$ cat src/rtl/vfd_pkg.sv
package vfd_pkg;

    typedef enum logic [1:0] {
        SWP_NONE = 2'd0,
        SWP_HALF = 2'd1,
        SWP_FULL = 2'd2,
        SWP_RSVD = 2'd3
    } swap_e;

    localparam int unsigned RANGE_BASE_SHIFT = 6;
    localparam int unsigned DWORD_BYTES      = 4;

    function automatic logic [31:0] swap_dword(input logic [31:0] d, input swap_e code);
        logic [31:0] r;
        case (code)
            SWP_HALF: r = {d[23:16], d[31:24], d[7:0], d[15:8]};
            SWP_FULL: r = {d[7:0], d[15:8], d[23:16], d[31:24]};
            default:  r = d;
        endcase
        return r;
    endfunction

endpackage

$ cat src/rtl/vfd_line_walker.sv
module vfd_line_walker #(
    parameter int ADDR_W = 32,
    parameter int CNT_W  = 12
) (
    input  logic              clk,
    input  logic              rst,
    input  logic              start,
    input  logic [ADDR_W-1:0] start_base,
    input  logic              take,
    input  logic              line_sync,
    input  logic              rd_mode,
    input  logic              flip,
    input  logic [ADDR_W-1:0] pitch,
    input  logic [CNT_W-1:0]  lines_m1,
    input  logic [CNT_W-1:0]  bytes_m1,
    output logic [ADDR_W-1:0] addr,
    output logic              ready
);
    import vfd_pkg::*;

    localparam logic [CNT_W-1:0]  STEP   = CNT_W'(DWORD_BYTES);
    localparam logic [ADDR_W-1:0] ASTEP  = ADDR_W'(DWORD_BYTES);

    logic [ADDR_W-1:0] line_base, cur;
    logic [CNT_W-1:0]  line_idx, boff;
    logic              active, crop;
    logic              last_dw, last_line, wsync;
    logic [ADDR_W-1:0] nxt_base;

    always_comb begin
        last_dw   = ({1'b0, boff} + {1'b0, STEP}) > {1'b0, bytes_m1};
        last_line = (line_idx == lines_m1);
        nxt_base  = flip ? (line_base - pitch) : (line_base + pitch);
        wsync     = !rd_mode && line_sync && active;
        ready     = active && !crop && !wsync;
        addr      = cur;
    end

    always_ff @(posedge clk) begin
        if (rst) begin
            line_base <= '0;
            cur       <= '0;
            line_idx  <= '0;
            boff      <= '0;
            active    <= 1'b0;
            crop      <= 1'b0;
        end else if (start) begin
            line_base <= start_base;
            cur       <= start_base;
            line_idx  <= '0;
            boff      <= '0;
            active    <= 1'b1;
            crop      <= 1'b0;
        end else if (wsync) begin
            if (last_line) begin
                active <= 1'b0;
            end else begin
                line_base <= nxt_base;
                cur       <= nxt_base;
                line_idx  <= line_idx + 1'b1;
                boff      <= '0;
                crop      <= 1'b0;
            end
        end else if (take) begin
            if (last_dw) begin
                if (!rd_mode) begin
                    crop <= 1'b1;
                end else if (last_line) begin
                    active <= 1'b0;
                end else begin
                    line_base <= nxt_base;
                    cur       <= nxt_base;
                    line_idx  <= line_idx + 1'b1;
                    boff      <= '0;
                end
            end else begin
                cur  <= cur + ASTEP;
                boff <= boff + STEP;
            end
        end
    end

    AST_STEP_IN_LINE: assert property (@(posedge clk) disable iff (rst)
        (take && !last_dw && !start && !wsync) |=> (addr == $past(addr) + ASTEP));

    AST_CROP_HOLDS: assert property (@(posedge clk) disable iff (rst)
        (!ready && !start && !wsync && !rd_mode && $past(rd_mode)) |=> !ready || $past(start) || $past(wsync));

endmodule

$ cat src/rtl/vfd_guard.sv
module vfd_guard #(
    parameter int ADDR_W = 32,
    parameter int LIM_W  = 4
) (
    input  logic              clk,
    input  logic              rst,
    input  logic              start,
    input  logic              try_xfer,
    input  logic [ADDR_W-1:0] addr,
    input  logic [ADDR_W-1:2] prot_dw,
    input  logic [LIM_W-1:0]  limit,
    output logic              take,
    output logic              viol,
    output logic              irq
);
    import vfd_pkg::*;

    localparam int SH_W = LIM_W + 2;

    logic              hit;
    logic [SH_W-1:0]   range_sh;
    logic [ADDR_W-1:0] range_mask;
    logic [ADDR_W-1:0] last_addr;
    logic              have_last;
    logic              crossed;

    always_comb begin
        hit        = addr[ADDR_W-1:2] >= prot_dw;
        take       = try_xfer && !viol && !hit;
        range_sh   = SH_W'(limit) + SH_W'(RANGE_BASE_SHIFT);
        range_mask = {ADDR_W{1'b1}} << range_sh;
        crossed    = have_last && (((last_addr ^ addr) & range_mask) != '0);
    end

    always_ff @(posedge clk) begin
        if (rst) begin
            viol      <= 1'b0;
            irq       <= 1'b0;
            last_addr <= '0;
            have_last <= 1'b0;
        end else if (start) begin
            viol      <= 1'b0;
            irq       <= 1'b0;
            have_last <= 1'b0;
        end else begin
            if (try_xfer && hit)
                viol <= 1'b1;
            irq <= take && (limit != '0) && crossed;
            if (take) begin
                last_addr <= addr;
                have_last <= 1'b1;
            end
        end
    end

    AST_VIOL_STICKY: assert property (@(posedge clk) disable iff (rst)
        (viol && !start) |=> viol);

    AST_IRQ_NEEDS_LIMIT: assert property (@(posedge clk) disable iff (rst)
        irq |-> ($past(limit) != '0));

    AST_IRQ_ONE_CYCLE: assert property (@(posedge clk) disable iff (rst)
        (irq && !$past(take)) |-> 1'b0);

endmodule

$ cat src/rtl/vfield_addr_gen.sv
module vfield_addr_gen #(
    parameter int ADDR_W = 32,
    parameter int CNT_W  = 12,
    parameter int LIM_W  = 4
) (
    input  logic              clk,
    input  logic              rst,
    input  logic              rd_mode,
    input  logic              flip,
    input  logic [1:0]        swap,
    input  logic [CNT_W-1:0]  lines_m1,
    input  logic [CNT_W-1:0]  bytes_m1,
    input  logic [ADDR_W-1:0] base_odd,
    input  logic [ADDR_W-1:0] base_even,
    input  logic [ADDR_W-1:0] pitch,
    input  logic [ADDR_W-3:0] prot_dw,
    input  logic [LIM_W-1:0]  limit,
    input  logic              field_start,
    input  logic              field_odd,
    input  logic              line_sync,
    input  logic              xfer_req,
    input  logic [31:0]       data_in,
    output logic              xfer_ok,
    output logic [ADDR_W-1:0] addr,
    output logic [31:0]       data_out,
    output logic              viol,
    output logic              irq
);
    import vfd_pkg::*;

    logic [ADDR_W-1:0] start_base;
    logic              w_ready, try_xfer, take;

    assign start_base = field_odd ? base_odd : base_even;
    assign try_xfer   = xfer_req && w_ready && !field_start;
    assign xfer_ok    = take;
    assign data_out   = swap_dword(data_in, swap_e'(swap));

    vfd_line_walker #(.ADDR_W(ADDR_W), .CNT_W(CNT_W)) u_walk (
        .clk       (clk),
        .rst       (rst),
        .start     (field_start),
        .start_base(start_base),
        .take      (take),
        .line_sync (line_sync),
        .rd_mode   (rd_mode),
        .flip      (flip),
        .pitch     (pitch),
        .lines_m1  (lines_m1),
        .bytes_m1  (bytes_m1),
        .addr      (addr),
        .ready     (w_ready)
    );

    vfd_guard #(.ADDR_W(ADDR_W), .LIM_W(LIM_W)) u_guard (
        .clk      (clk),
        .rst      (rst),
        .start    (field_start),
        .try_xfer (try_xfer),
        .addr     (addr),
        .prot_dw  (prot_dw),
        .limit    (limit),
        .take     (take),
        .viol     (viol),
        .irq      (irq)
    );

    AST_NO_XFER_AFTER_VIOL: assert property (@(posedge clk) disable iff (rst)
        viol |-> !xfer_ok);

    AST_OK_NEEDS_REQ: assert property (@(posedge clk) disable iff (rst)
        xfer_ok |-> (xfer_req && !field_start));

    AST_FIRST_ADDR: assert property (@(posedge clk) disable iff (rst)
        field_start |=> (addr == ($past(field_odd) ? $past(base_odd) : $past(base_even))));

endmodule

$ cat config.mk
export PLATFORM = sky130hd
export DESIGN_NAME = vfield_addr_gen
export DESIGN_NICKNAME = d
export VERILOG_FILES = /design/src/rtl/vfd_pkg.sv /design/src/rtl/vfd_line_walker.sv /design/src/rtl/vfd_guard.sv /design/src/rtl/vfield_addr_gen.sv
export SDC_FILE = /design/constraint.sdc
export NUM_CORES = 1
export LEC_CHECK = 0
export ABC_AREA = 1
export CAP_MARGIN = 20
export CORE_UTILIZATION = 45
export DETAILED_ROUTE_END_ITERATION = 8
export PLACE_DENSITY = 0.73
export SETUP_SLACK_MARGIN = 0.3
export SYNTH_ARGS = -nofsm -noshare
export SYNTH_HDL_FRONTEND = slang
export SYNTH_SLANG_ARGS = --single-unit
export TNS_END_PERCENT = 1
$ cat constraint.sdc
create_clock -name clk -period 4.5 [get_ports clk]
set_clock_uncertainty 0.1 [all_clocks]
set_input_delay 1.35 -clock clk [delete_from_list [all_inputs] [get_ports clk]]
set_output_delay 1.35 -clock clk [all_outputs]
set_load 0.02 [all_outputs]
==> run metrics, run 1 <==
Pre-antenna DRT Iters=6; fraction of layout cells with a size suffix above 1=21.3%; Routed Antenna Nets=0; syn_area_per_cell=5.87 um^2; Reg2Reg Setup Slack=1.07 ns; worst setup margin=0.272 ns; Tot Pwr=4.65 mW; Placeable Area=28,000 um^2; Critical Path Start Type=input pin; WS Path Type=in -> out; first-pass GRT wire length=75,600 um; sequential share of the synthesized area=19.4%; Slew Limit Headroom=33.0%; Yosys reg bits=125; final net count=2,883; Finish-stage setup viols=0; num rows=61; EDFF count, synth=0; most common cell after layout, fill and taps aside=nand2_1; Worst-Margin Slew=0.999 ns; largest net degree at the start of global routing=57; Ports=263; Synthesized Nets=2,482; fmax=0.237 GHz; Synthesis Warnings=0; LEAKAGE=8.90 nW; full die area=29,400 um^2; number of antenna violations at the first check in global routing=1; status=complete, no violations; P&R area growth vs syn=48.0%; GRT Total Usage=32.6%; deepest clock path buffer count=2; WL per Instance=16.9 um; First DRT Iteration DRCs=1,524; clock root buffer=clkbuf_16; Final period util=93.9%; DP Wirelength=37,300 um; die width=172 um; routed vias=16,400; Required @ worst endpoint=3.05 ns; clock sink total=125; Final Max Tran Viols=0; worst skew pair latency=0.43 ns; Cell Area, Synth=12,900 um^2; Placed Instances=2,934; Routed WL=50,600 um; Period minus WS final=4.23 ns; gr ovfl total=0; worst hold path type=reg -> reg; die height=172 um; worst-path maximum fanout=2; fill cell count=2,436; GP Congestion=0.921; end-of-flow core utilization=68.3%; Post-route DRC=0; vias in the first global route=14,900; hold slack=0.360 ns; CP Capture Type=primary output; Via density=5.46; clock slew at reported path FFs=0.06 ns; Yosys cell types=47; top library cells by usage in the layout, fill and taps aside=nand2_1 (466), inv_1 (255), nor2_1 (228); Crit path arrival time=2.78 ns; total power per unit cell area=243 nW/um^2; Synth Instances=2,202; PortBufs=262; H-tree lvl count=4; CTS tree=done; ys flop type=dfxtp_1; Hold Vio Cnt, Final=0; Max VDD drop=0.268 mV; Finished Layout Cells=2,995; Place WS=-0.637 ns; Num CTS Buffers=17; count of maximum capacitance violations=0; RSZ-0062 raised after global routing=yes; Initial Utilization=46.2%; ys async rst share=0%
[cells by family (layout without fill, tap and decap cells)]
family                   after synthesis  after routing  share of synthesized area, %
flip-flops                           125            125                          19.4
adder cells (fa/ha/maj)               84             84                          8.19
AND/OR/NAND/NOR                     1104           1104                          36.4
other                                  0              1                             0
AO/OA/AOI/OAI                        379            379                          15.7
XOR/XNOR                             121            121                          8.20
buffers and inverters                389            803                          12.2
[synthesized netlist by cell type, types with 2 or more instances]
library cell    n  share of area, %
clkinv_1        2             0.058
clkbuf_1       52               1.5
o2111ai_1       3              0.20
nand3_2         5              0.39
o31ai_1         4              0.23
xor2_1         77               5.2
inv_1         291               8.4
nor4_1          5              0.24
buf_6           9              0.78
nand4_1        60               2.9
xnor2_1        44               3.0
o21a_1          4              0.23
nor3_1         42               1.6
nor2_1        271               7.9
inv_2           3             0.087
o22ai_1        32               1.5
o21bai_1        8              0.46
a21oi_1       162               6.3
ha_1           83               8.0
nand3_1       169               6.5
and3_1          3              0.15
nand3b_1       14              0.81
nor2_2          2             0.097
buf_4           5              0.29
or2_2           3              0.15
o211ai_1        3              0.17
nand2_1       523                15
buf_2          21              0.81
buf_1           6              0.17
dfxtp_1       125                19
o21ai_0       154               6.0
nand2_2         2             0.097
[per-stage QoR]
stage	cell area (um^2)	setup TNS (ns)
floorplan	12900	0
global placement	17100	-13.49
detailed placement	17100	-19.59
CTS	18200	0
global route	19100	0
finish	19100	0
[sequential cells by signal, indices dropped and copies added (netlist names)]
name / cells
u_walk.active: 1
u_walk.line_idx: 12
u_guard.irq: 1
u_walk.addr: 32
u_walk.crop: 1
u_guard.have_last: 1
u_walk.line_base: 32
u_guard.viol: 1
u_guard.last_addr: 32
u_walk.boff: 12
[where the power goes]
group / leakage [nW] / internal [mW] / switching (mW) / total (mW)
clock: 0.268 / 0.768 / 0.572 / 1.34
combinational: 7.61 / 0.922 / 1.13 / 2.05
sequential: 1.02 / 1.16 / 0.0920 / 1.26
[timing repair]
item,4_1_cts,5_1_grt
resized for setup,347,224
buffers inserted,12,15
setup endpoints to repair,68,49
hold buffers,0,0
pin swaps,84,111
gates cloned,1,0
[path summary, 6_finish.rpt]
kind,startpoint,endpoint,cells past startpoint
hold / removal,u_guard.have_last,u_guard.irq,2
setup reg to reg,u_walk.boff[4],u_walk.line_idx[7],17
setup / recovery,prot_dw[16],xfer_ok,10
hold reg to reg,u_guard.have_last,u_guard.irq,2
[critical path: stages]
cell	delay [ns]
clkdlybuf4s15_1	0.16
inv_1	0.03
ha_1	0.28
nand2_2	0.06
buf_6	0.12
nor4_4	0.32
nand3_2	0.16
nand4_4	0.11
inv_2	0.06
buf_6	0.13
[layer usage]
metal	routed length [um]	global-route usage, %	share of wire [%]
met1	21500	42.1	42
met2	23600	54.7	47
met3	3670	3.89	7.2
met4	1880	13.1	3.7
met5	0	0	0
[cell type report]
cell class | instances | area (um^2) | share of cell area (%)
inverters | 296 | 1120 | 5.86
repair buffers | 475 | 4200 | 22.0
flip-flops and latches | 125 | 2500 | 13.1
diodes | 1 | 2.50 | 0.0131
well taps | 378 | 473 | 2.47
multi-input cells | 1688 | 10300 | 53.7
clock buffers | 18 | 429 | 2.24
clock inverters | 14 | 136 | 0.713
No activity file was read; power rests on OpenSTA's default activity.
==> run 2: changes to the inputs <==
PLACE_DENSITY = unset   (was 0.73)
PLACE_DENSITY_LB_ADDON = 0.3   (was unset)
==> run metrics, run 2 (synthesis gave the netlist of run 1 again) <==
Slew Limit Headroom=42.7% (was 33.0%); Worst path most repeated cell=inv_2 (was buf_6); Final Max Tran Viols=0 (unchanged); Final period util=93.8% (was 93.9%); total power per unit cell area=250 nW/um^2 (was 243 nW/um^2); Hold Vio Cnt, Final=0 (unchanged); critical path's largest stage delay=0.26 ns (was 0.32 ns); Via density=5.50 (was 5.46); Routed Antenna Nets=0 (unchanged); H-tree lvl count=4 (unchanged); reg2reg end=u_walk.addr[24] (was u_walk.line_idx[7]); PortBufs=262 (unchanged); reg2reg start=u_walk.boff[4] (unchanged); die width=172 um (unchanged); Period minus WS final=4.22 ns (was 4.23 ns); setup_tns=0 ns (unchanged); CP endpoint=xfer_ok (unchanged); routed vias=16,500 (was 16,400); Cell Chain, Critical Path=clkbuf_2 -> inv_2 -> ha_4 -> nand2_2 -> nor2_1 -> nand4_1 -> nor3_2 -> buf_4 -> nand3_4 -> nand4_4 -> inv_2 -> buf_6 (was clkdlybuf4s15_1 -> inv_1 -> ha_1 -> nand2_2 -> buf_6 -> nor4_4 -> nand3_2 -> nand4_4 -> inv_2 -> buf_6); RSZ-0062 raised after global routing=yes (unchanged); switching power=1.74 mW (was 1.79 mW); Sw Share=36.3% (was 38.6%); Worst-Margin Slew=0.859 ns (was 0.999 ns); Num CTS Buffers=17 (unchanged); Int Pwr=3.05 mW (was 2.86 mW); M3 GR Usage=4.58% (was 3.89%); clock root buffer=clkbuf_16 (unchanged); count of maximum capacitance violations=0 (unchanged); min-delay src=u_guard.have_last (unchanged); die height=172 um (unchanged); DP Wirelength=37,500 um (was 37,300 um); fill cell count=2,437 (was 2,436); worst-path maximum fanout=2 (unchanged); slowest CP cell=ha_4 (was nor4_4); Reg2Reg Setup Slack=1.06 ns (was 1.07 ns); met2 usage=54.5% (was 54.7%); Post-route DRC=0 (unchanged); CP startpoint=prot_dw[3] (was prot_dw[16]); worst reg-to-reg path cell count=18 (was 17); Comb power frac=42.5% (was 44.1%); status=complete, no violations (unchanged); Pre-antenna DRT Iters=6 (unchanged); WP buf/inv=5 (unchanged); GRT Max-Usage Layer=met2 (unchanged); deepest clock path buffer count=2 (unchanged); first-pass GRT wire length=77,200 um (was 75,600 um); largest net degree at the start of global routing=57 (unchanged); Initial Utilization=46.2% (unchanged); CTS tree=done (unchanged); family with the most delay on the worst path=simple AND/OR/NAND/NOR gates (unchanged); CP Capture Type=primary output (unchanged); worst skew pair latency=0.43 ns (about the same); Clock Power Share=31.3% (was 28.8%); Critical Path Stages=12 (was 10); clock sink total=125 (unchanged); Required @ worst endpoint=3.05 ns (about the same); full die area=29,400 um^2 (unchanged); final net count=2,879 (was 2,883); Finish-stage setup viols=0 (unchanged); number of antenna violations at the first check in global routing=4 (was 1); LEAKAGE=8.92 nW (was 8.90 nW); Routed WL=50,600 um (about the same); Final Cell Area=19,200 um^2 (was 19,100 um^2); clock slew at reported path FFs=0.05 ns (was 0.06 ns); Ports=263 (unchanged); WS Path Type=in -> out (unchanged); most common cell after layout, fill and taps aside=nand2_1 (unchanged); Critical Path Start Type=input pin (unchanged); GP Congestion=1.03 (was 0.921); count of hold-fix buffers inserted at cts=0 (unchanged); First DRT Iteration DRCs=1,806 (was 1,524); Max VDD drop=0.269 mV (was 0.268 mV); num rows=61 (unchanged); met1 Resource Use GR=41.9% (was 42.1%); Reg power frac=26.2% (was 27.0%); worst hold path type=reg -> reg (unchanged); gr ovfl total=0 (unchanged); fmax=0.237 GHz (about the same); P&R area growth vs syn=48.2% (was 48.0%); top library cells by usage in the layout, fill and taps aside=nand2_1 (473), inv_1 (254), nor2_1 (230) (was nand2_1 (466), inv_1 (255), nor2_1 (228)); GRT Total Usage=33.0% (was 32.6%); fraction of layout cells with a size suffix above 1=20.7% (was 21.3%); Crit path arrival time=2.77 ns (was 2.78 ns); Placeable Area=28,000 um^2 (unchanged); placed inst area=17,000 um^2 (was 17,100 um^2); WL per Instance=16.9 um (about the same); vias in the first global route=15,400 (was 14,900)
-- run 2: cell types whose count changed in the layout (fill, tap and decap cells not counted), moves of 5 or more --
cell | before | now
buf_2 | 29 | 22
clkdlybuf4s15_2 | 0 | 8
nand2_1 | 466 | 473
xnor2_1 | 37 | 42
inv_6 | 5 | 0
xnor2_2 | 6 | 1
nor2_2 | 30 | 25
nand2_2 | 48 | 40
-- run 2: power groups by stage --
| stage | Clock (mW) | Combinational (mW) | Sequential (mW) |
|---|---|---|---|
| global placement | 0 | 1.70 | 1.26 |
| finish | 1.50 | 2.04 | 1.26 |
| detailed placement | 0 | 1.73 | 1.26 |
| CTS | 1.51 | 1.83 | 1.25 |
| global route | 1.56 | 2.21 | 1.26 |
| floorplan | 0 | 0.916 | 1.27 |
-- run 2: routing by layer --
layer  vias up  share of wire [%]
met3       147                8.6
met5         -                  0
met1      7530                 41
li1       7966                  -
met4         0                4.5
met2       813                 46
-- run 2: repair_timing --
| action | 4_1_cts | 5_1_grt |
|---|---|---|
| resized for setup | 341 | 202 |
| pin swaps | 77 | 100 |
| setup endpoints to repair | 64 | 60 |
| gates cloned | 2 | 0 |
| endpoints found under the hold margin | 0 | 0 |
| setup buffers | 14 | 13 |
-- run 2: worst reg2reg max path, delay by kind of cell, from the launching register on --
family / cells / cell delay [ns]
AOI/OAI and AO/OA: 1 / 0.09
xor gates and xnor gates: 1 / 0.23
adders and majority gates: 1 / 0.31
buffers and inverters: 4 / 0.62
DFF: 1 / 0.40
and+or+nand+nor: 11 / 1.58
-- run 2: cell type report --
cell class	count	area [um^2]	area share, %
Inverter	296	1110	5.81
Clock buffer	23	478	2.49
Multi-Input combinational cell	1688	10200	53.2
Sequential cell	125	2500	13.1
Tap cell	378	473	2.47
Timing Repair Buffer	471	4230	22.1
Clock inverter	9	159	0.829
Antenna cell	4	10.0	0.0522
-- run 2: worst min-delay path by stage --
stage,cells after the start,slack (ns),endpoint
2_1_floorplan,2,0.33,u_walk.boff[0]
4_1_cts,2,0.37,u_walk.boff[0]
3_5_place_dp,2,0.36,u_walk.boff[0]
5_1_grt,2,0.38,u_walk.boff[1]
6_report,2,0.36,u_guard.irq
3_3_place_gp,2,0.34,u_walk.boff[0]
-- run 2: per-stage QoR --
stage | utilization, % | total power [mW] | cells | hold slack (ns) | setup slack, ns
2_1_floorplan | - | 2.19 | 2202 | 0.333 | 0.304
3_3_place_gp | 60.8 | 2.96 | 2929 | 0.343 | -0.538
3_5_place_dp | 60.8 | 2.99 | 2929 | 0.357 | -0.608
4_1_cts | 65.3 | 4.59 | 2977 | 0.366 | 0.215
5_1_grt | 68.4 | 5.03 | 2994 | 0.378 | 0.203
6_report | 68.4 | 4.80 | 2994 | 0.363 | 0.277
